==> src/rtl/vcx_pkg.sv <==
package vcx_pkg;
   typedef enum logic {
      VCX_COMPRESS = 1'b0,
      VCX_EXPAND   = 1'b1
   } vcx_mode_e;
endpackage

==> src/rtl/vcx_seq_ctrl.sv <==
module vcx_seq_ctrl #(
   parameter int NUM_EL = 8,
   parameter int IDX_W  = (NUM_EL > 1) ? $clog2(NUM_EL) : 1
) (
   input  logic             clk,
   input  logic             rst_n,
   input  logic             start,
   output logic             busy,
   output logic             done,
   output logic             accept,
   output logic [IDX_W-1:0] idx
);
   localparam logic [IDX_W-1:0] LAST_IDX = IDX_W'(NUM_EL - 1);

   logic last;

   assign accept = start && !busy;
   assign last   = (idx == LAST_IDX);

   always_ff @(posedge clk or negedge rst_n) begin
      if (!rst_n) begin
         busy <= 1'b0;
         done <= 1'b0;
         idx  <= '0;
      end else begin
         done <= 1'b0;
         if (accept) begin
            busy <= 1'b1;
            idx  <= '0;
         end else if (busy) begin
            if (last) begin
               busy <= 1'b0;
               done <= 1'b1;
               idx  <= '0;
            end else begin
               idx <= idx + IDX_W'(1);
            end
         end
      end
   end
endmodule

==> src/rtl/vcx_step.sv <==
module vcx_step
   import vcx_pkg::*;
#(
   parameter int NUM_EL = 8,
   parameter int EL_W   = 16,
   parameter int IDX_W  = (NUM_EL > 1) ? $clog2(NUM_EL) : 1,
   parameter int CNT_W  = $clog2(NUM_EL + 1),
   parameter int NB     = NUM_EL * EL_W
) (
   input  vcx_mode_e        mode,
   input  logic             mbit,
   input  logic [IDX_W-1:0] idx,
   input  logic [CNT_W-1:0] k_in,
   input  logic [NB-1:0]    src,
   input  logic [NB-1:0]    res_in,
   output logic [NB-1:0]    res_out,
   output logic [CNT_W-1:0] k_out
);
   always_comb begin
      res_out = res_in;
      k_out   = k_in;
      if (mbit) begin
         k_out = k_in + CNT_W'(1);
         if (mode == VCX_EXPAND)
            res_out[int'(idx)*EL_W +: EL_W] = src[int'(k_in)*EL_W +: EL_W];
         else
            res_out[int'(k_in)*EL_W +: EL_W] = src[int'(idx)*EL_W +: EL_W];
      end
   end
endmodule

==> src/rtl/vec_pack_unit.sv <==
module vec_pack_unit
   import vcx_pkg::*;
#(
   parameter int NUM_EL = 8,
   parameter int EL_W   = 16,
   parameter int CNT_W  = $clog2(NUM_EL + 1)
) (
   input  logic                   clk,
   input  logic                   rst_n,
   input  logic                   start,
   input  logic                   mode,
   input  logic [NUM_EL*EL_W-1:0] src_vec,
   input  logic [NUM_EL-1:0]      mask,
   input  logic [NUM_EL*EL_W-1:0] old_vec,
   output logic                   busy,
   output logic                   done,
   output logic [NUM_EL*EL_W-1:0] result,
   output logic [CNT_W-1:0]       packed_len
);
   localparam int NB    = NUM_EL * EL_W;
   localparam int IDX_W = (NUM_EL > 1) ? $clog2(NUM_EL) : 1;

   if (NUM_EL < 2) begin : g_bad_num_el
      $error("vec_pack_unit: NUM_EL must be at least 2");
   end
   if (EL_W < 1) begin : g_bad_el_w
      $error("vec_pack_unit: EL_W must be positive");
   end
   if (CNT_W < $clog2(NUM_EL + 1)) begin : g_bad_cnt_w
      $error("vec_pack_unit: CNT_W too narrow for packed length");
   end

   logic             accept;
   logic [IDX_W-1:0] idx;
   vcx_mode_e        mode_q;
   logic [NUM_EL-1:0] mask_q;
   logic [NB-1:0]    src_q;
   logic [NB-1:0]    res_q;
   logic [NB-1:0]    res_n;
   logic [CNT_W-1:0] k_q;
   logic [CNT_W-1:0] k_n;

   vcx_seq_ctrl #(.NUM_EL(NUM_EL), .IDX_W(IDX_W)) u_ctrl (
      .clk    (clk),
      .rst_n  (rst_n),
      .start  (start),
      .busy   (busy),
      .done   (done),
      .accept (accept),
      .idx    (idx)
   );

   vcx_step #(
      .NUM_EL(NUM_EL), .EL_W(EL_W), .IDX_W(IDX_W), .CNT_W(CNT_W), .NB(NB)
   ) u_step (
      .mode    (mode_q),
      .mbit    (mask_q[idx]),
      .idx     (idx),
      .k_in    (k_q),
      .src     (src_q),
      .res_in  (res_q),
      .res_out (res_n),
      .k_out   (k_n)
   );

   always_ff @(posedge clk or negedge rst_n) begin
      if (!rst_n) begin
         mode_q <= VCX_COMPRESS;
         mask_q <= '0;
         src_q  <= '0;
         res_q  <= '0;
         k_q    <= '0;
      end else if (accept) begin
         mode_q <= vcx_mode_e'(mode);
         mask_q <= mask;
         src_q  <= src_vec;
         res_q  <= mode ? old_vec : '0;
         k_q    <= '0;
      end else if (busy) begin
         res_q <= res_n;
         k_q   <= k_n;
      end
   end

   assign result     = res_q;
   assign packed_len = k_q;
endmodule

==> config.mk <==
export PLATFORM = sky130hd
export DESIGN_NAME = vec_pack_unit
export DESIGN_NICKNAME = d
export VERILOG_FILES = /design/src/rtl/vcx_pkg.sv /design/src/rtl/vcx_seq_ctrl.sv /design/src/rtl/vcx_step.sv /design/src/rtl/vec_pack_unit.sv
export SDC_FILE = /design/constraint.sdc
export NUM_CORES = 1
export LEC_CHECK = 0
export ABC_AREA = 1
export BUFFER_PORTS_ARGS = -buffer_cell sky130_fd_sc_hd__buf_2
export CAP_MARGIN = 0
export CORE_MARGIN = 8
export CORE_UTILIZATION = 45
export CTS_BUF_LIST = sky130_fd_sc_hd__clkbuf_8 sky130_fd_sc_hd__clkbuf_16
export CTS_CLUSTER_SIZE = 12
export DETAILED_ROUTE_END_ITERATION = 8
export GPL_ROUTABILITY_DRIVEN = 0
export GPL_TIMING_DRIVEN = 0
export PLACE_DENSITY = 0.75
export SYNTH_ARGS = -nofsm -noshare
export SYNTH_HDL_FRONTEND = slang
export SYNTH_SLANG_ARGS = --single-unit
==> constraint.sdc <==
create_clock -name clk -period 4.8 [get_ports clk]
set_input_delay 0.24 -clock clk [delete_from_list [all_inputs] [get_ports clk]]
set_output_delay 0.24 -clock clk [all_outputs]
set_load 0.005 [all_outputs]
* Word level (Yosys, flattened, before mapping)
Index checks and enable logic that the tools add are counted.
** Storage, ports and cells
- Output and inout port bits :: 134
- Logic and storage cells :: 46
- Input port bits :: 268
- Bits in registers :: 274
** Cells by class
- Reduce and logical (&&, ||, !) cells :: 5
- $lt $le $gt $ge :: 1
- Add/subtract/negate cells :: 4
- Shifts and indexed selects :: 6
- Eq/ne operators :: 1
- Muxes and demuxes :: 21
** Operators with widths (number)
- $mux 128 :: 5
- $bwmux 128 :: 2
- $shift 16x33->128 const A :: 2
- $shiftx 16x33->128 :: 2
- $shiftx 128x8->16 :: 1
- $shiftx 128x9->16 :: 1
- $neg 7->33 :: 1
- $neg 8->33 :: 1
- $mux 4 :: 3
- $mux 3 :: 3
- $mux 1 :: 7
- $add 4x1->4 const B :: 1
- $lt 3x4->1 const B :: 1
- $reduce_bool 2->1 :: 2
- $add 3x1->3 const B :: 1
- $bmux 1 s3 :: 1
- $eq 3x3->1 const B :: 1
- $reduce_and 2->1 :: 1
- $logic_and 1x1->1 :: 1
- $logic_not 1->1 :: 1

* Longest topological paths before layout
- Word-level depth :: 7
- Depth in mapped cells :: 17
- Gate-level depth less buffers :: 14

* Modules after synthesis
Synthesis repeated with hierarchy kept, for this count alone.
** Second synthesis, totals
- Cells, all modules :: 3641
- Area total of the unflattened synthesis :: 21485.6 µm²
** Modules (own cells, without submodules)
- vec_pack_unit :: sequential area each 6731.5 µm², area each 11400.9 µm², instances 1, cells each 1328
- vcx_step :: sequential area each 0.0 µm², area each 9867.0 µm², instances 1, cells each 2289
- vcx_seq_ctrl :: sequential area each 125.1 µm², area each 217.7 µm², instances 1, cells each 24

* Worst setup path after synthesis
No wires, ideal clock.
- Path type :: flip-flop to flip-flop
- Start point :: register u_ctrl.idx[0]
- End point :: register res_q[86] (netlist: result[86])
- Required time :: 4.678 ns
- Buffers on the path :: 6
- Period minus slack after synthesis :: 2.883 ns
- Setup time :: 0.122 ns
- Slack :: 1.917 ns
- Arrival time :: 2.762 ns
- Cell stages (with the launch flop) :: 18
- Cells stage by stage :: dfrtp_1 -> inv_2 -> buf_2 -> clkbuf_1 -> clkbuf_1 -> ha_1 -> ha_1 -> buf_2 -> inv_4 -> nand3_1 -> nor2_1 -> nor2_1 -> nor2_4 -> and2_1 -> buf_4 -> buf_6 -> nor2_1 -> a21oi_1
** Between the ends
- Cells in the longest elaborated chain, start to end :: 7
- Elaborated cells between the ends (all ways) :: 15
- Classes of those cells :: add/sub (1); shift (4); mux (8); reduce/logical (2)
** Ends and longest elaborated chain
- start: declaration :: RTL line vcx_seq_ctrl.sv:11 : output logic [IDX_W-1:0] idx
- start signal: assignment :: RTL line vcx_seq_ctrl.sv:36 : idx <= idx + IDX_W'(1);
- $shiftx 128x8->16 / $neg 7->33 (equally long branches) :: RTL line vcx_step.sv:27, vcx_step.sv:25
- $shiftx 16x33->128, or another cell as far along :: RTL line vcx_step.sv:27 : res_out[int'(k_in)*EL_W +: EL_W] = src[int'(idx)*EL_W +: EL_W];
- $bwmux 128, on equally long branches :: RTL line vcx_step.sv:27, vcx_step.sv:25
- $mux 128 :: RTL line vcx_step.sv:24 : if (mode == VCX_EXPAND)
- $mux 128 :: RTL line vcx_step.sv:22 : if (mbit) begin
- $mux 128 :: RTL line vec_pack_unit.sv:79 : end else if (busy) begin
- $mux 128 :: RTL line vec_pack_unit.sv:73 : end else if (accept) begin
- end signal: assignment :: RTL line vec_pack_unit.sv:77 : res_q <= mode ? old_vec : '0;
- end signal: assignment :: RTL line vec_pack_unit.sv:80 : res_q <= res_n;
- end: declaration :: RTL line vec_pack_unit.sv:38 : logic [NB-1:0] res_q;
Several ways; a longest one is shown, not always the timed one. The select of a mux whose other input is x is not followed.
A chain may end at the register's enable or synchronous reset.

* Final worst setup path
- Start point :: register u_ctrl.idx[0]
- End point :: register res_q[121] (netlist: result[121])
Same word-level chain as after synthesis.

==> results by group <==
Cells and area
  • Area occupied by multi-input gates: 8680 µm²
  • Final #Nets: 3410
  • Syn-to-layout area delta: 30.2%
  • Register area: 6860 µm²
  • Layout cells sized above 1: 0.192
  • Utilization after layout: 0.592
  • Commonest non-fill, non-tap cell in the layout: nand2_1
  • Fillers: 3552
  • Most frequent cells in the layout: 757 x nand2_1, 450 x buf_2, 387 x nor2_1

Worst setup path
  • Worst path buffer plus inverter count: 7
  • Reg2reg end: result[121]
  • Setup CP Type: reg2reg
  • R2R Path Start: u_ctrl.idx[0]
  • Setup crit end kind: flip-flop
  • R2r setup slk: 0.96 ns
  • CP dominant cell by count: clkbuf_1
  • Critical Path Source: u_ctrl.idx[0]
  • Crit start category: flip-flop
  • Slowest stage delay, CP: 0.49 ns
  • Cells along the critical path: inv_2 > buf_2 > clkbuf_1 > clkbuf_1 > ha_1 > clkbuf_1 > inv_2 > nand3_2 > nor3_2 > buf_2 > nand4_1 > a21oi_2
  • R2R cell count: 12
  • Crit path required time: 5.29 ns
  • WP data arrival: 4.33 ns
  • Cell family with most CP delay: buffers and inverters
  • Worst-path maximum fanout: 10
  • Worst path slowest cell: clkbuf_1

Drt
  • First-pass DRT Iterations: 9
  • Drt wl/cell: 22.1 µm
  • Initial DRC Count: 3426
  • Via density: 5.84
  • DRC Markers: 0
  • Detailed Route WL: 81200 µm
  • Vias: 21462
  • Antenna viol nets, final: 0

GRT
  • Total Routing Usage GR: 0.354
  • Number of global-route vias before repair: 20870
  • Gr ovfl total: 0
  • Antenna violations before repair: 8
  • Pin count of the biggest net entering global routing: 122
  • First-pass GRT wire length: 121000 µm

CTS
  • CTS tree: built
  • CTS H-Tree Depth: 1
  • Clk slew on worst S/H paths: 0.06 ns
  • CTS buffer count: 30
  • Clock root cell: clkbuf_16
  • Max Buffers Root-to-Sink: 3
  • Worst-skew pair later-pin latency: 0.58 ns
  • Setup bufs post-CTS: 0
  • CTS sink count: 274

Outcome
  • Status: finished clean

Die
  • IO Pins: 402
  • DIE HEIGHT: 211 µm
  • Die width: 211 µm
  • Die ar.: 44400 µm²
  • Starting density of the core: 0.455
  • Row Count: 71
  • Core area: 37500 µm²

STA
  • Slew Limit Fails: 0
  • Max Fclk: 261 MHz
  • Clock Skew: 0.0240 ns
  • Slew at the pin closest to its max-slew limit: 1.12 ns
  • RSZ-0062 raised after global routing: false
  • Final setup fails: 0
  • Final min period: 3.84 ns
  • Max_slew headroom: 0.247
  • Fin crit share: 0.800
  • Setup ws final: 0.962 ns
  • Final Hold Fails: 0

Synthesis
  • Async S/R FF share, synth: 1.00
  • Net Count, Synth: 2832
  • Synth Area in Simple Gates: 0.427
  • Post-synthesis cell count: 2557
  • Mapped Area: 17000 µm²
  • Sequential area share after synthesis: 0.402
  • Distinct cells, synth: 33
  • Post-Synth XOR/XNOR Area: 0.00206
  • Mux share of post-synthesis cell area: 0
  • Top cell type by total area after synthesis: dfrtp_1
  • Post-synth top area share: 0.402
  • Largest family of logic cells by synthesized area: simple AND/OR/NAND/NOR gates
  • Top FF cell, synth: dfrtp_1
  • Number of synthesis warnings: 0
  • Syn_area_per_cell: 6.67 µm²
  • Adder-cell share of the synthesized area: 0.00514
  • Compound-Gate Fraction of Synth Area: 0.0752
  • Seq cells post-synth: 274
  • Top post-synthesis cells by area: dfrtp_1 40%, nand2_1 17%, nand3_1 11%, nor2_1 8.5%, o21ai_0 4.3%
  • Number of synthesized flops with an enable pin: 0

Worst hold path
  • Worst min-delay path class: in2reg
  • Hold path startpoint: old_vec[12]
  • Worst hold path depth: 5
  • Hold endpoint: result[12]

Power and ir drop
  • Clk pwr share: 0.133
  • Leakage: 10.8 nW
  • Flop pwr share: 0.233
  • Switching part of the total: 0.546
  • Power Dens Cells: 788 nW/µm²
  • P_int: 7.93 mW
  • Sw power: 9.54 mW
  • VDD IR max: 0.000378 V
  • Comb pwr share: 0.634

Flow run
  • Max cap viols: 0

Place
  • DP Worst Slack: 1.12 ns
  • Port Buffers: 401
  • Post-DP HPWL: 60100 µm
cells in the mapped netlist, types with 14 or more instances:
| cell | n |
|---|---|
| buf_4 | 22 |
| o21ai_0 | 145 |
| nor2_1 | 387 |
| inv_1 | 147 |
| nand3_1 | 374 |
| nor2_2 | 28 |
| buf_2 | 50 |
| nand4_1 | 106 |
| clkbuf_1 | 82 |
| inv_2 | 14 |
| nand2_1 | 757 |
| a21oi_1 | 72 |
| dfrtp_1 | 274 |
| buf_1 | 25 |
power groups by stage:
| stage | combinational (mW) | sequential, mW | clock, mW |
|---|---|---|---|
| 2_1_floorplan | 6.39 | 3.97 | 0 |
| 3_3_place_gp | 10.1 | 4.03 | 0 |
| 3_5_place_dp | 10.3 | 4.05 | 0 |
| 4_1_cts | 10.5 | 4.03 | 2.33 |
| 5_1_grt | 11.8 | 4.16 | 2.42 |
| 6_report | 11.1 | 4.07 | 2.33 |
area by class of cell:
class,count,share of cell area
inverters,164,0.0280
plain buffers,185,0.0399
well taps,511,0.0288
multi-input cells,1934,0.391
clock inverters,14,0.00536
flip-flops and latches,274,0.309
diodes,8,0.000902
repair buffers,546,0.158
clock buffers,37,0.0387
worst min-delay path: stages:
cell and delay, ns:
buf_2 0.09, nand2_1 0.05, nand3_1 0.07, nand2_1 0.06, nand2_1 0.05
sequential cells by signal, summed over array words and instances, names as in the netlist:
name,cells
packed_len,4
u_ctrl.done,1
mode_q,1
result,128
u_ctrl.idx,3
u_ctrl.busy,1
mask_q,8
src_q,128
through the flow:
stage	TNS (ns)	hold WS, ns	cells	cell area (µm²)	power, mW
6_report	0	0.0192	3673	22200	17.5
5_1_grt	0	0.0284	3672	22200	18.4
4_1_cts	0	0.00239	3665	22200	16.8
3_5_place_dp	0	0.177	3471	19800	14.4
3_3_place_gp	-396.44	0.451	3469	19700	14.1
2_1_floorplan	0	-0.0556	2557	17000	10.4
worst max-delay path by stage:
stage                   to  cells past startpoint
3_3_place_gp    result[37]                      1
2_1_floorplan   result[86]                     17
3_5_place_dp   result[125]                     12
5_1_grt         result[62]                     12
4_1_cts        result[125]                     12
6_report       result[121]                     12
layer usage:
layer	global-route usage	routed length [µm]	vias to the layer above
met5	0	9	-
met4	0.203	5870	2
met3	0.102	10500	440
met2	0.541	35000	1712
met1	0.445	29800	9893
li1	-	-	9415
cells by family after synthesis:
family / count (synthesis)
flops: 274
fa+ha+maj: 7
xor+xnor: 4
simple gates: 1679
compound gates: 244
buf+inv: 349
repair_timing:
| action | 4_1_cts | 5_1_grt |
|---|---|---|
| endpoints found under the hold margin | 190 | 0 |
| hold buffers | 143 | 0 |
| resized for setup | 0 | 0 |
Note: power is estimated with default switching activity, not from simulation.
